$ cat config.mk
export PLATFORM = sky130hd
export DESIGN_NAME = acc_alu8
export DESIGN_NICKNAME = d
export VERILOG_FILES = /design/src/rtl/acc_alu_pkg.sv /design/src/rtl/acc_alu_szp.sv /design/src/rtl/acc_alu_binop.sv /design/src/rtl/acc_alu_unop.sv /design/src/rtl/acc_alu8.sv
export SDC_FILE = /design/constraint.sdc
export NUM_CORES = 1
export LEC_CHECK = 0
export CORE_MARGIN = 5
export CORE_UTILIZATION = 60
export DETAILED_ROUTE_END_ITERATION = 6
export HOLD_SLACK_MARGIN = 0.12
export PLACE_DENSITY = 0.85
export SLEW_MARGIN = 20
export SYNTH_ARGS = -nofsm -noshare
export SYNTH_HDL_FRONTEND = slang
export SYNTH_SLANG_ARGS = --single-unit
$ cat constraint.sdc
create_clock -name clk -period 1.2 [get_ports clk]
set_input_delay 0.18 -clock clk [delete_from_list [all_inputs] [get_ports clk]]
set_output_delay 0.18 -clock clk [all_outputs]
set_load 0.02 [all_outputs]
$ cat src/rtl/acc_alu_pkg.sv
package acc_alu_pkg;

  localparam int DATA_W = 8;
  localparam int NIB_W  = DATA_W / 2;
  localparam int CODE_W = 3;
  localparam int SRC_W  = 3;

  localparam logic [SRC_W-1:0]  SRC_ACC  = '1;
  localparam logic [NIB_W-1:0]  DEC_MAX  = NIB_W'(9);
  localparam logic [NIB_W-1:0]  NIB_FIX  = NIB_W'(6);
  localparam logic [DATA_W-1:0] LO_ADJ   = DATA_W'(6);
  localparam logic [DATA_W-1:0] HI_ADJ   = DATA_W'(8'h60);

  typedef enum logic [CODE_W-1:0] {
    BOP_ADD = 3'd0,
    BOP_ADC = 3'd1,
    BOP_SUB = 3'd2,
    BOP_SBB = 3'd3,
    BOP_AND = 3'd4,
    BOP_XOR = 3'd5,
    BOP_OR  = 3'd6,
    BOP_CMP = 3'd7
  } bin_op_e;

  typedef enum logic [CODE_W-1:0] {
    UOP_ROLC = 3'd0,
    UOP_RORC = 3'd1,
    UOP_ROLT = 3'd2,
    UOP_RORT = 3'd3,
    UOP_DADJ = 3'd4,
    UOP_INV  = 3'd5,
    UOP_SETC = 3'd6,
    UOP_TOGC = 3'd7
  } un_op_e;

  typedef struct packed {
    logic s;
    logic z;
    logic ac;
    logic p;
    logic cy;
  } flags_t;

endpackage

$ cat src/rtl/acc_alu_szp.sv
module acc_alu_szp
  import acc_alu_pkg::*;
(
  input  logic [DATA_W-1:0] val_i,
  output logic              s_o,
  output logic              z_o,
  output logic              p_o
);

  // sign, zero and even parity of a result byte
  always_comb begin
    s_o = val_i[DATA_W-1];
    z_o = (val_i == '0);
    p_o = ~(^val_i);
  end

endmodule

$ cat src/rtl/acc_alu_binop.sv
module acc_alu_binop
  import acc_alu_pkg::*;
(
  input  logic [DATA_W-1:0] a_i,
  input  logic [DATA_W-1:0] b_i,
  input  bin_op_e           op_i,
  input  logic              cy_i,
  output logic [DATA_W-1:0] res_o,
  output logic              cy_o,
  output logic              ac_o,
  output logic              wr_o
);

  logic              is_sub;
  logic              use_cin;
  logic              cin;
  logic              c_eff;
  logic [DATA_W-1:0] b_eff;
  logic [DATA_W:0]   sum;
  logic [NIB_W:0]    nib;

  // one shared adder: subtract is a + ~b + ~borrow, borrow is the inverted carry out
  always_comb begin
    is_sub  = (op_i == BOP_SUB) || (op_i == BOP_SBB) || (op_i == BOP_CMP);
    use_cin = (op_i == BOP_ADC) || (op_i == BOP_SBB);
    cin     = use_cin & cy_i;
    b_eff   = is_sub ? ~b_i : b_i;
    c_eff   = is_sub ? ~cin : cin;
    sum     = {1'b0, a_i} + {1'b0, b_eff} + {{DATA_W{1'b0}}, c_eff};
    nib     = {1'b0, a_i[NIB_W-1:0]} + {1'b0, b_eff[NIB_W-1:0]} + {{NIB_W{1'b0}}, c_eff};
  end

  always_comb begin
    wr_o = (op_i != BOP_CMP);
    case (op_i)
      BOP_AND: begin res_o = a_i & b_i; cy_o = 1'b0; ac_o = 1'b0; end
      BOP_XOR: begin res_o = a_i ^ b_i; cy_o = 1'b0; ac_o = 1'b0; end
      BOP_OR:  begin res_o = a_i | b_i; cy_o = 1'b0; ac_o = 1'b0; end
      default: begin
        res_o = sum[DATA_W-1:0];
        cy_o  = is_sub ? ~sum[DATA_W] : sum[DATA_W];
        ac_o  = nib[NIB_W];
      end
    endcase
  end

endmodule

$ cat src/rtl/acc_alu_unop.sv
module acc_alu_unop
  import acc_alu_pkg::*;
(
  input  logic [DATA_W-1:0] a_i,
  input  un_op_e            op_i,
  input  logic              cy_i,
  input  logic              ac_i,
  output logic [DATA_W-1:0] res_o,
  output logic              cy_o,
  output logic              ac_o,
  output logic              wr_o,
  output logic              upd_szp_o,
  output logic              upd_ac_o
);

  logic              lo_fix;
  logic              hi_fix;
  logic [NIB_W:0]    lo_sum;
  logic [DATA_W:0]   t_sum;
  logic [DATA_W-1:0] adj_res;

  // decimal adjust: both corrections chained in one cycle
  always_comb begin
    lo_fix  = (a_i[NIB_W-1:0] > DEC_MAX) | ac_i;
    lo_sum  = {1'b0, a_i[NIB_W-1:0]} + {1'b0, NIB_FIX};
    t_sum   = {1'b0, a_i} + (lo_fix ? {1'b0, LO_ADJ} : '0);
    hi_fix  = (t_sum[DATA_W-1:NIB_W] > DEC_MAX) | cy_i | t_sum[DATA_W];
    adj_res = t_sum[DATA_W-1:0] + (hi_fix ? HI_ADJ : '0);
  end

  always_comb begin
    res_o     = a_i;
    cy_o      = cy_i;
    ac_o      = ac_i;
    wr_o      = 1'b0;
    upd_szp_o = 1'b0;
    upd_ac_o  = 1'b0;
    case (op_i)
      UOP_ROLC: begin
        res_o = {a_i[DATA_W-2:0], a_i[DATA_W-1]};
        cy_o  = a_i[DATA_W-1];
        wr_o  = 1'b1;
      end
      UOP_RORC: begin
        res_o = {a_i[0], a_i[DATA_W-1:1]};
        cy_o  = a_i[0];
        wr_o  = 1'b1;
      end
      UOP_ROLT: begin
        res_o = {a_i[DATA_W-2:0], cy_i};
        cy_o  = a_i[DATA_W-1];
        wr_o  = 1'b1;
      end
      UOP_RORT: begin
        res_o = {cy_i, a_i[DATA_W-1:1]};
        cy_o  = a_i[0];
        wr_o  = 1'b1;
      end
      UOP_DADJ: begin
        res_o     = adj_res;
        cy_o      = cy_i | hi_fix;
        ac_o      = lo_fix & lo_sum[NIB_W];
        wr_o      = 1'b1;
        upd_szp_o = 1'b1;
        upd_ac_o  = 1'b1;
      end
      UOP_INV: begin
        res_o = ~a_i;
        wr_o  = 1'b1;
      end
      UOP_SETC: cy_o = 1'b1;
      UOP_TOGC: cy_o = ~cy_i;
      default: ;
    endcase
  end

endmodule

$ cat src/rtl/acc_alu8.sv
module acc_alu8
  import acc_alu_pkg::*;
(
  input  logic              clk,
  input  logic              rst_n,
  input  logic              op_valid,
  input  logic              op_unary,
  input  logic [CODE_W-1:0] op_code,
  input  logic [SRC_W-1:0]  src_sel,
  input  logic [DATA_W-1:0] operand,
  output logic [DATA_W-1:0] acc_q,
  output logic              flag_s,
  output logic              flag_z,
  output logic              flag_ac,
  output logic              flag_p,
  output logic              flag_cy
);

  // reset: asserted asynchronously, released after two clock edges
  logic [1:0] rst_pipe;
  logic       rst_sync_n;

  always_ff @(posedge clk or negedge rst_n) begin
    if (!rst_n) rst_pipe <= '0;
    else        rst_pipe <= {rst_pipe[0], 1'b1};
  end
  assign rst_sync_n = rst_pipe[1];

  logic [DATA_W-1:0] acc_r;
  logic [DATA_W-1:0] acc_d;
  flags_t            fl_r;
  flags_t            fl_d;

  bin_op_e bop;
  un_op_e  uop;
  assign bop = bin_op_e'(op_code);
  assign uop = un_op_e'(op_code);

  logic [DATA_W-1:0] src_val;
  assign src_val = (src_sel == SRC_ACC) ? acc_r : operand;

  logic [DATA_W-1:0] bin_res;
  logic              bin_cy, bin_ac, bin_wr;

  acc_alu_binop u_binop (
    .a_i   (acc_r),
    .b_i   (src_val),
    .op_i  (bop),
    .cy_i  (fl_r.cy),
    .res_o (bin_res),
    .cy_o  (bin_cy),
    .ac_o  (bin_ac),
    .wr_o  (bin_wr)
  );

  logic [DATA_W-1:0] un_res;
  logic              un_cy, un_ac, un_wr, un_upd_szp, un_upd_ac;

  acc_alu_unop u_unop (
    .a_i       (acc_r),
    .op_i      (uop),
    .cy_i      (fl_r.cy),
    .ac_i      (fl_r.ac),
    .res_o     (un_res),
    .cy_o      (un_cy),
    .ac_o      (un_ac),
    .wr_o      (un_wr),
    .upd_szp_o (un_upd_szp),
    .upd_ac_o  (un_upd_ac)
  );

  logic [DATA_W-1:0] res_pick;
  logic              r_s, r_z, r_p;
  assign res_pick = op_unary ? un_res : bin_res;

  acc_alu_szp u_szp (
    .val_i (res_pick),
    .s_o   (r_s),
    .z_o   (r_z),
    .p_o   (r_p)
  );

  // next state
  always_comb begin
    acc_d = acc_r;
    fl_d  = fl_r;
    if (!op_unary) begin
      if (bin_wr) acc_d = bin_res;
      fl_d.s  = r_s;
      fl_d.z  = r_z;
      fl_d.p  = r_p;
      fl_d.ac = bin_ac;
      fl_d.cy = bin_cy;
    end else begin
      if (un_wr) acc_d = un_res;
      fl_d.cy = un_cy;
      if (un_upd_ac) fl_d.ac = un_ac;
      if (un_upd_szp) begin
        fl_d.s = r_s;
        fl_d.z = r_z;
        fl_d.p = r_p;
      end
    end
  end

  // state register with explicit enable
  always_ff @(posedge clk or negedge rst_sync_n) begin
    if (!rst_sync_n) begin
      acc_r <= '0;
      fl_r  <= '0;
    end else if (op_valid) begin
      acc_r <= acc_d;
      fl_r  <= fl_d;
    end
  end

  assign acc_q   = acc_r;
  assign flag_s  = fl_r.s;
  assign flag_z  = fl_r.z;
  assign flag_ac = fl_r.ac;
  assign flag_p  = fl_r.p;
  assign flag_cy = fl_r.cy;

  // checks beside the state they guard
  p_idle_hold_r2: assert property (@(posedge clk) disable iff (!rst_sync_n)
    !op_valid |=> ($stable(acc_q) && $stable({flag_s, flag_z, flag_ac, flag_p, flag_cy})));

  p_cmp_keeps_acc_r6: assert property (@(posedge clk) disable iff (!rst_sync_n)
    (op_valid && !op_unary && bop == BOP_CMP) |=> $stable(acc_q));

  p_logic_clears_r7: assert property (@(posedge clk) disable iff (!rst_sync_n)
    (op_valid && !op_unary && (bop == BOP_AND || bop == BOP_XOR || bop == BOP_OR))
      |=> (!flag_cy && !flag_ac));

  p_zero_sign_r8: assert property (@(posedge clk) disable iff (!rst_sync_n)
    (op_valid && !op_unary && bop != BOP_CMP)
      |=> ((flag_z == (acc_q == '0)) && (flag_s == acc_q[DATA_W-1])));

  p_adjust_keeps_cy_r9: assert property (@(posedge clk) disable iff (!rst_sync_n)
    (op_valid && op_unary && uop == UOP_DADJ && flag_cy) |=> flag_cy);

  p_rotate_flags_r10: assert property (@(posedge clk) disable iff (!rst_sync_n)
    (op_valid && op_unary && !op_code[CODE_W-1])
      |=> $stable({flag_s, flag_z, flag_ac, flag_p}));

  p_invert_r11: assert property (@(posedge clk) disable iff (!rst_sync_n)
    (op_valid && op_unary && uop == UOP_INV)
      |=> ((acc_q == ~$past(acc_q)) && $stable({flag_s, flag_z, flag_ac, flag_p, flag_cy})));

  p_setc_r12: assert property (@(posedge clk) disable iff (!rst_sync_n)
    (op_valid && op_unary && uop == UOP_SETC) |=> (flag_cy && $stable(acc_q)));

endmodule

==> results of run 1 <==
==> timing repair <==
item,4_1_cts
gates cloned,1
buffers inserted,11
pin swaps,26
setup endpoints to repair,26
hold buffers,1
endpoints found under the hold margin,2
resized for setup,107
==> cells by family after synthesis <==
logic type,Yosys count,share of synthesized area (%)
AND/OR/NAND/NOR,110,21.5
AO/OA/AOI/OAI,104,27.0
buffers and inverters,47,8.85
adder cells (fa/ha/maj),34,18.0
XOR/XNOR,17,5.88
flip-flops,15,14.8
multiplexers,8,3.81
other,1,0.148
==> cell usage after synthesis, types with 2 or more instances <==
| cell type | n |
|---|---|
| sky130_fd_sc_hd__a211oi_1 | 5 |
| sky130_fd_sc_hd__a21oi_1 | 27 |
| sky130_fd_sc_hd__a22oi_1 | 4 |
| sky130_fd_sc_hd__a31oi_1 | 7 |
| sky130_fd_sc_hd__a32oi_1 | 2 |
| sky130_fd_sc_hd__and2_1 | 4 |
| sky130_fd_sc_hd__and3_1 | 2 |
| sky130_fd_sc_hd__buf_2 | 10 |
| sky130_fd_sc_hd__buf_6 | 2 |
| sky130_fd_sc_hd__clkbuf_1 | 7 |
| sky130_fd_sc_hd__clkbuf_8 | 2 |
| sky130_fd_sc_hd__clkinv_1 | 2 |
| sky130_fd_sc_hd__dfrtp_1 | 15 |
| sky130_fd_sc_hd__fa_1 | 4 |
| sky130_fd_sc_hd__ha_1 | 30 |
| sky130_fd_sc_hd__inv_1 | 23 |
| sky130_fd_sc_hd__mux2_2 | 3 |
| sky130_fd_sc_hd__mux2i_1 | 4 |
| sky130_fd_sc_hd__nand2_1 | 32 |
| sky130_fd_sc_hd__nand2b_1 | 4 |
| sky130_fd_sc_hd__nand3_1 | 8 |
| sky130_fd_sc_hd__nand4_1 | 3 |
| sky130_fd_sc_hd__nor2_1 | 25 |
| sky130_fd_sc_hd__nor2b_1 | 14 |
| sky130_fd_sc_hd__nor3_1 | 3 |
| sky130_fd_sc_hd__nor4_1 | 2 |
| sky130_fd_sc_hd__o211ai_1 | 3 |
| sky130_fd_sc_hd__o21a_1 | 5 |
| sky130_fd_sc_hd__o21ai_0 | 22 |
| sky130_fd_sc_hd__o21ai_1 | 2 |
| sky130_fd_sc_hd__o311a_1 | 2 |
| sky130_fd_sc_hd__o311ai_0 | 2 |
| sky130_fd_sc_hd__o31a_1 | 2 |
| sky130_fd_sc_hd__o31ai_1 | 4 |
| sky130_fd_sc_hd__o32a_1 | 2 |
| sky130_fd_sc_hd__o32ai_1 | 3 |
| sky130_fd_sc_hd__o41ai_1 | 2 |
| sky130_fd_sc_hd__or2_2 | 3 |
| sky130_fd_sc_hd__or3_1 | 5 |
| sky130_fd_sc_hd__xnor2_1 | 7 |
| sky130_fd_sc_hd__xor2_1 | 10 |
==> metrics by stage <==
step | setup slack, ns | instances | utilization (%)
after CTS | -2.98 | 504 | 96.5
after detailed placement | -3.18 | 487 | 87.5
after global placement | -2.81 | 487 | 87.5
after floorplan | -2.96 | 336 | -
==> metrics list, run 1 <==
- Run status: did not finish
- The stage where the run came to a stop is global routing (5_1_grt).
- Error that halted the flow: [ERROR DPL-0038] Utilization greater than 100%, impossible to legalize
* Ys flop type: sky130_fd_sc_hd__dfrtp_1
* Per-instance average area after synthesis: 7.53 um2
* Y dimension of the die: 75.0 um
* Count of distinct cell types in the synthesized netlist: 59
- Horizontal die dimension: 75.0 um
- The clock passes through at most 2 buffers.
- Async set-reset flop share out of synthesis: 100%
- Cell Rows: 23
* Port Buffers: 30
* Post-Syn Nets: 388
- Sequential share of the synthesized area: 14.8%
- In this run, synthesis produced a sequential element count of 15.
- Number of warnings reported in the yosys synthesis log: 0
- The cell area that synthesis handed to floorplanning was 2530 um2.
* Depth of the CTS H-tree: 1
- After technology mapping, the gate count stands at 336.
- After the last repair the worst path ends at a register input.
- Maximum number of pins on one net before global-route repair: 33
- In this run, synthesis inferred 0 flip-flops with an integrated enable.
- The synthesized design spends more area on one cell type than any other, namely sky130_fd_sc_hd__dfrtp_1.
- In this run the biggest area consumer among cell types represents 14.8% of the synthesized area.
* Buffer type at the clock tree root: sky130_fd_sc_hd__clkbuf_8
- The global-route repair_timing pass left the worst setup endpoint at flag_p$_DFFE_PN0P_/D.
- Total half-perimeter wirelength after legalization and detailed placement: 7.93 mm
- Buffers inserted during clock tree synthesis total 3.
- Summing all placed instances gives a cell area of 3550 um2.
* Initial Utilization: 62.4%
* CTS Sinks: 15
- Weighted congestion reported at the end of routability-driven placement: 1.06
* Most area-consuming cells after synthesis: sky130_fd_sc_hd__dfrtp_1 (15%), sky130_fd_sc_hd__ha_1 (15%), sky130_fd_sc_hd__a21oi_1 (5.3%)
- Pin placement for this block handled 31 I/O pins.
==> inputs of run 2 (changes only) <==
--- a/config.mk
+++ b/config.mk
@@ -6,10 +6,9 @@
 export NUM_CORES = 1
 export LEC_CHECK = 0
 export CORE_MARGIN = 5
-export CORE_UTILIZATION = 60
+export CORE_UTILIZATION = 40
 export DETAILED_ROUTE_END_ITERATION = 6
-export HOLD_SLACK_MARGIN = 0.12
-export PLACE_DENSITY = 0.85
+export PLACE_DENSITY_LB_ADDON = 0.15
 export SLEW_MARGIN = 20
 export SYNTH_ARGS = -nofsm -noshare
 export SYNTH_HDL_FRONTEND = slang
==> metrics list, run 2 <==
- Most numerous cell types in the synthesized netlist: sky130_fd_sc_hd__nand2_1 (32), sky130_fd_sc_hd__ha_1 (30), sky130_fd_sc_hd__a21oi_1 (27)
- The share of synthesized flip-flops with an asynchronous set or reset came to 100% (unchanged).
- The core region is 6240 um2.
- Final design instance area without fill: 4070 um2
* GRT overflow: 0
* Depth of the CTS H-tree: 1 (unchanged)
* Weighted congestion reported at the end of routability-driven placement: 0.891 (-16%)
* Via count normalized by instance count: 5.55
- After the flow finishes, the layout carries non-filler instances totaling 540.
* Layout cells sized above 1: 42.3%
- Post-Synthesis Cell Area: 2530 um2 (unchanged)
- Flip-flop count of the largest register, all copies and words added: 8
- Vias: 2,997
- Per-instance average area after synthesis: 7.53 um2 (unchanged)
- Final core utilization: 65.3%
- Diodes inserted: 0
- Entering global routing, the biggest net connects 33 pins.
- The half-perimeter wire length of the detailed placement result is 7.01 mm (-12%).
- STA puts the critical path data required time at 1.34 ns.
- Across the run, the number of max-cap violations was 0.
- Number of placed I/O pins: 31 (unchanged)
* Horizontal die dimension: 89.6 um (+19%)
* DRC errors left: 0
- The number of max-slew violations in the final report is 0.
- Buffer type at the clock tree root: sky130_fd_sc_hd__clkbuf_8
* Maximum vdd ir drop: 1.12 mV
- The checks that failed: negative setup slack.
- Grt met3 use: 3.32%
- Global routing used 30.1% of the available met1 tracks.
- In this run the static leakage power is 1.86 nW.
- In the layout the commonest cells are sky130_fd_sc_hd__buf_4 (97), sky130_fd_sc_hd__nand2_1 (31), sky130_fd_sc_hd__ha_1 (28).
* Global-route wire length before repair: 14.3 mm
* Run status: finished with violations
* Area added between synthesis and finish: 60.9%
* Number of enable flip-flop cells after synthesis: 0 (unchanged)
- Global routing usage on met2: 38.4%
- Number of clock buffers inserted by TritonCTS: 3 (unchanged)
* Min cycle time layout: 4.06 ns
- TritonCTS built the clock tree.
- The effective utilization at floorplan is 40.6% (-22 points).
- The die outline height came to 89.6 um (+19%).
- Endpoint arrival time on the critical path: 4.21 ns
- CTS Sinks: 15 (unchanged)
* Number of warnings reported in the yosys synthesis log: 0 (unchanged)
- Setup repair after global routing could not meet its margin everywhere.
* Placed Cells: 518 (+6.4%)
* Vias in the first global route: 2,895
- The sequential area share after synthesis is 14.8% (unchanged).
- The initial antenna violation count is 0.
- Combined area of the multi-input logic cells: 2220 um2
- Clock skew on the completed layout was measured at 0.00562 ns.
* Peak Freq: 246 MHz
- The largest total area in the synthesized netlist belongs to sky130_fd_sc_hd__dfrtp_1.
- STA classifies the critical path endpoint as a register.
- STA classifies the critical path startpoint as a register.
- The worst path uses 339% of the clock period.
- In this run the power density over the cells is 1620 nW/um2.
- The first detailed-routing pass took 4 iterations.
- Final hold viol count: 0
* Net count reported at finish: 516
* Final wirelength: 9.48 mm
- Count of distinct cell types in the synthesized netlist: 59 (unchanged)
- Clock-pin slew was measured on the worst setup and hold paths at 0.07 ns.
- Most common library cell in the layout ignoring fill and taps: sky130_fd_sc_hd__buf_4
- The pre-CTS worst setup slack came to -2.91 ns (+0.263 ns).
- Path category of the worst min-delay check: register to asynchronous set/reset pin
- Most congested layer reported by global routing: met2
* Critical path's slowest cell: sky130_fd_sc_hd__dfrtp_2
- The count of nets left with antenna violations once routing finished came out at 0.
* Routed length per placed instance: 17.5 um
- Library cell appearing most often on the critical path: sky130_fd_sc_hd__inv_2
* Post-route worst setup slack: -2.86 ns
- Layout filler cell count: 557
* Cell Rows: 29 (+26%)
- Post-Syn Nets: 388 (unchanged)
- The most used flip-flop cell after synthesis is sky130_fd_sc_hd__dfrtp_1.
- By area the synthesized netlist is led by sky130_fd_sc_hd__dfrtp_1 (15%), sky130_fd_sc_hd__ha_1 (15%), sky130_fd_sc_hd__a21oi_1 (5.3%).
- On the worst path, the slowest cell contributes a delay of 0.37 ns.
- Total placed instance area: 3630 um2 (+2.2%)
- Storage element area: 384 um2
- Synth top area share: 14.8% (unchanged)
* Endpoints failing setup: 15
* Maximum count of clock buffers along a single path: 2 (unchanged)
- The synthesized instance count came to 336 (unchanged).
* Number of DRC violations after detailed-routing iteration 0: 150
- Path type of the worst setup path: register to register
- Flip-flop and latch count after synthesis: 15 (unchanged)
- Port Buffers: 30 (unchanged)
* Insertion delay to the later sink of the worst-skew pair: 0.26 ns
* Sequence of cells on the critical path: inv_2 > a21oi_4 > or2_4 > ha_4 > inv_2 > fa_2 > and3b_2 > nand3_2 > o32a_1 > nand2_2 > ha_4 > inv_2 > fa_2 > xor2_2 > a31o_2 > a21oi_2 > o41ai_2 > and2_1 > ha_1 > xor2_1 > xnor2_1 > o21ai_1
- Area enclosed by the die boundary: 8020 um2
- In the global route stage, overall resource usage came out at 23.6%.
- Largest fanout on the critical path: 3
* Most common cell in the netlist: sky130_fd_sc_hd__nand2_1
==> run 2: path summary, 6_finish.rpt <==
kind	slack, ns	from	cells after the start	end
max in group asynchronous	0.75	rst_pipe[1]	1	acc_q[5]
hold / removal	0.04	rst_pipe[1]	0	flag_cy
min in group clk	0.36	rst_pipe[0]	0	rst_pipe[1]
setup / recovery	-2.86	acc_q[2]	22	flag_p
setup reg to reg	-2.86	acc_q[2]	22	flag_p
hold reg to reg	0.04	rst_pipe[1]	0	flag_cy
==> run 2: logic make-up after synthesis <==
logic type | after synthesis | synth area share (%)
xor+xnor | 17 | 5.88
compound gates | 104 | 27.0
mux | 8 | 3.81
buf+inv | 47 | 8.85
simple gates | 110 | 21.5
fa+ha+maj | 34 | 18.0
flops | 15 | 14.8
other cells | 1 | 0.148
==> run 2: timing repair <==
item,4_1_cts,5_1_grt
setup endpoints to repair,26,20
gates cloned,0,0
resized for setup,98,35
hold buffers,0,0
buffers inserted,10,13
pin swaps,19,21
==> run 2: per-layer routing <==
layer / vias up / wire, um
met5: - / 0
met1: 1409 / 4010
met4: 0 / 417
met3: 27 / 538
met2: 102 / 4510
li1: 1459 / -
==> run 2: where the power goes <==
group	internal [mW]	total (mW)	switching [mW]
Clock	0.231	0.445	0.214
Sequential	0.652	0.784	0.132
Combinational	2.73	5.37	2.64
==> run 2: final cells by class <==
| type | count | area share, % |
|---|---|---|
| clock buffers | 3 | 1.01 |
| clock inverters | 1 | 0.123 |
| inverters | 25 | 2.46 |
| multi-input cells | 274 | 54.4 |
| flip-flops and latches | 15 | 9.43 |
| well taps | 77 | 2.37 |
| repair buffers | 145 | 30.2 |
==> run 2: stage by stage <==
stage	hold slack [ns]	TNS (ns)	power, mW
final	0.0409	-22.63	6.60
after global routing	0.0553	-24.41	7.09
after CTS	0.0494	-21.93	6.07
after detailed placement	0.0427	-26.84	5.25
after global placement	0.0426	-26.29	5.17
after floorplan	-0.116	-21.66	3.44
==> run 2: worst max-delay path, delay by kind of cell (launching register included) <==
kind                     cells  cell delay [ns]
AND/OR/NAND/NOR              5             0.77
XOR/XNOR                     3             0.50
flip-flops                   1             0.37
adder cells (fa/ha/maj)      5             1.21
AO/OA/AOI/OAI                6             1.00
buffers and inverters        3             0.11
Power figures use the tool's default switching activity.
==> inputs of run 3 (changes only) <==
--- a/config.mk
+++ b/config.mk
@@ -7,8 +7,10 @@
 export LEC_CHECK = 0
 export CORE_MARGIN = 5
 export CORE_UTILIZATION = 40
+export CTS_CLUSTER_DIAMETER = 30
 export DETAILED_ROUTE_END_ITERATION = 6
 export PLACE_DENSITY_LB_ADDON = 0.15
+export SKIP_LAST_GASP = 1
 export SLEW_MARGIN = 20
 export SYNTH_ARGS = -nofsm -noshare
 export SYNTH_HDL_FRONTEND = slang
==> metrics list, run 3 (synthesized netlist as in run 2, its figures left out) <==
* Peak Freq: 248 MHz (+0.64%)
- Crit share post-route: 336% (-2.1 points)
- Sum of buffers and inverters on the critical path: 3 (unchanged)
- The die boundary width is 89.6 um (unchanged).
* Routed length per placed instance: 17.1 um (-2.5%)
* Layout filler cell count: 558 (+0.18%)
- Grt met3 use: 3.32% (unchanged)
- Placed Cells: 518 (unchanged)
- The post-detailed-routing wire length is 9.22 mm (-2.7%).
- The layer flagged by global routing as most heavily used is met2.
- Leaving out fill and tap cells, the most frequent cell in the layout is sky130_fd_sc_hd__buf_4.
* Number of placed I/O pins: 31 (unchanged)
- Layout cells sized above 1: 41.6% (-0.77 points)
* Net count reported at finish: 515 (-0.19%)
- Number of DRC violations after detailed-routing iteration 0: 139 (-7.3%)
- The register-to-register setup slack is -2.84 ns (+0.03 ns).
- TritonCTS clock tree: done
* Setup repair after global routing missed its margin: yes
- The maximum fanout count along the critical path was 3 (unchanged).
* Path category of the worst min-delay check: register to asynchronous set/reset pin
- Worst path max stage delay: 0.37 ns (about the same)
- DRC errors left: 0 (unchanged)
- The count of TritonRoute iterations in the first routing pass is 4 (unchanged).
- Y dimension of the die: 89.6 um (unchanged)
* Flip-flop count of the largest register, all copies and words added: 8 (unchanged)
* Weighted congestion reported at the end of routability-driven placement: 0.891 (unchanged)
- The total power per unit cell area was 1600 nW/um2 (-1.2%).
- The pin count of the biggest net entering global routing is 33 (unchanged).
- Endpoints failing setup: 16 (+1)
* Global-route wire length before repair: 14.3 mm (unchanged)
* Endpoint arrival time on the critical path: 4.18 ns (-0.03 ns)
* Combined area of the multi-input logic cells: 2180 um2 (-1.9%)
- The number of max-slew violations in the final report is 0 (unchanged).
- The pre-CTS worst setup slack is -2.91 ns (unchanged).
- Insertion delay to the later sink of the worst-skew pair: 0.26 ns (about the same)
* Most frequent cells in the layout: sky130_fd_sc_hd__buf_4 (97), sky130_fd_sc_hd__nand2_1 (31), sky130_fd_sc_hd__ha_1 (28)
- The worst setup path is captured at a register.
- The run finished, with violations left.
- The total via count in the routed design is 2,948 (-1.6%).
* Buffer type at the clock tree root: sky130_fd_sc_hd__clkbuf_8
* Worst Hold Margin: 0.0389 ns (-0.00196 ns)
- The slowest stage of the critical path belongs to the cell sky130_fd_sc_hd__dfrtp_2.
* CTS Sinks: 15 (unchanged)
- The overall die area is 8020 um2 (unchanged).
- Cell Rows: 29 (unchanged)
- Storage element area: 384 um2 (unchanged)
* Library cell appearing most often on the critical path: sky130_fd_sc_hd__inv_2
- Launch point of the critical path: acc_q[2]
- The total of max-cap violations is 0 (unchanged).
* CTS clock-pin slew for the worst setup and hold paths: 0.07 ns (about the same)
- The final total negative setup slack is -22.06 ns (+0.573 ns).
- The worst supply voltage drop on vdd is 1.03 mV (-7.6%).
* Min cycle time layout: 4.04 ns (-0.0257 ns)
- Initial Utilization: 40.6% (unchanged)
- The kind of cell with the highest combined delay along the critical path is adder cells.
* Port Buffers: 30 (unchanged)
* Area added between synthesis and finish: 59.0%
- The met2 demand-to-capacity share in global routing came to 38.4% (unchanged).
- The final worst setup slack is -2.84 ns (+0.0257 ns).
- The required time of the worst setup path was 1.34 ns (about the same).
* Critical R2R Launch: acc_q[2]
- Clock Skews: 0.00717 ns (+0.00155 ns)
- The total track usage came to 23.6% (unchanged).
- The worst setup path is of the register to register kind.
* Depth of the CTS H-tree: 1 (unchanged)
* Maximum count of clock buffers along a single path: 2 (unchanged)
- Final hold viol count: 0 (unchanged)
* Antenna violation net count after detailed routing: 0 (unchanged)
* GRT overflow: 0 (unchanged)
- The post-placement cell area was 3630 um2 (unchanged).
- Met1 track demand over resource: 30.1% (unchanged)
- The standard cell core area was 6240 um2 (unchanged).
- The final standard cell count with taps included and fillers excluded came to 539 (-0.19%).
* Final design instance area without fill: 4020 um2 (-1.2%)
* Sequence of cells on the critical path: inv_2 > a21oi_4 > or2_4 > ha_4 > inv_2 > fa_2 > and3b_2 > nand3_2 > o32a_1 > nand2_2 > ha_4 > inv_2 > fa_2 > xor2_2 > a31o_2 > a21oi_2 > o41ai_2 > and2_1 > ha_1 > xor2_1 > xnor2_1 > o21ai_1
* Number of clock buffers inserted by TritonCTS: 3 (unchanged)
* Total leakage power: 1.85 nW (-0.51%)
* Critical path launch point type: register
* Vias in the first global route: 2,904 (+0.31%)
- The half-perimeter wire length of the detailed placement result was 7.01 mm (unchanged).
* Violated checks: negative setup slack
- Number of antenna violations at the first check in global routing: 0 (unchanged)
- The via-per-instance ratio was 5.47 (-1.5%).
- Count of hold-fix buffers inserted at cts: 0 (unchanged)
- The number of diodes is 0 (unchanged).
[run 3: stage by stage]
step / utilization (%) / total power [mW]
finish: 64.5 / 6.45
global route: 64.5 / 6.93
CTS: 61.5 / 6.04
detailed placement: 58.1 / 5.25
global placement: 58.1 / 5.17
floorplan: - / 3.44
[run 3: power by group]
part / internal [mW] / switching, mW
combinational: 2.67 / 2.54
sequential: 0.652 / 0.131
clock: 0.231 / 0.216
total: 3.55 / 2.89
[run 3: final cells by class]
type | count | share of cell area, %
Multi-Input combinational cell | 274 | 54.1
Timing Repair Buffer | 144 | 30.3
Sequential cell | 15 | 9.55
Inverter | 25 | 2.49
Tap cell | 77 | 2.39
Clock buffer | 3 | 1.03
Clock inverter | 1 | 0.124
[run 3: metal layers]
layer	vias up	share of wire, %
met4	0	4.8
met5	-	0
met2	84	47
met1	1379	43
met3	30	4.9
li1	1455	-
[run 3: what timing repair did]
action	CTS	global route
cloned	0	0
endpoints found under the hold margin	0	0
resized for setup	93	30
buffers inserted	10	11
endpoints found under the setup margin	26	20
pin swaps	19	21
[run 3: path summary, 6_finish.rpt]
check | end | depth (start not counted)
min reg2reg | acc_q[0] | 0
max reg2reg | flag_p | 22
max in group asynchronous | acc_q[5] | 1
min in group clk | rst_pipe[1] | 0
max | flag_p | 22
min | acc_q[0] | 0
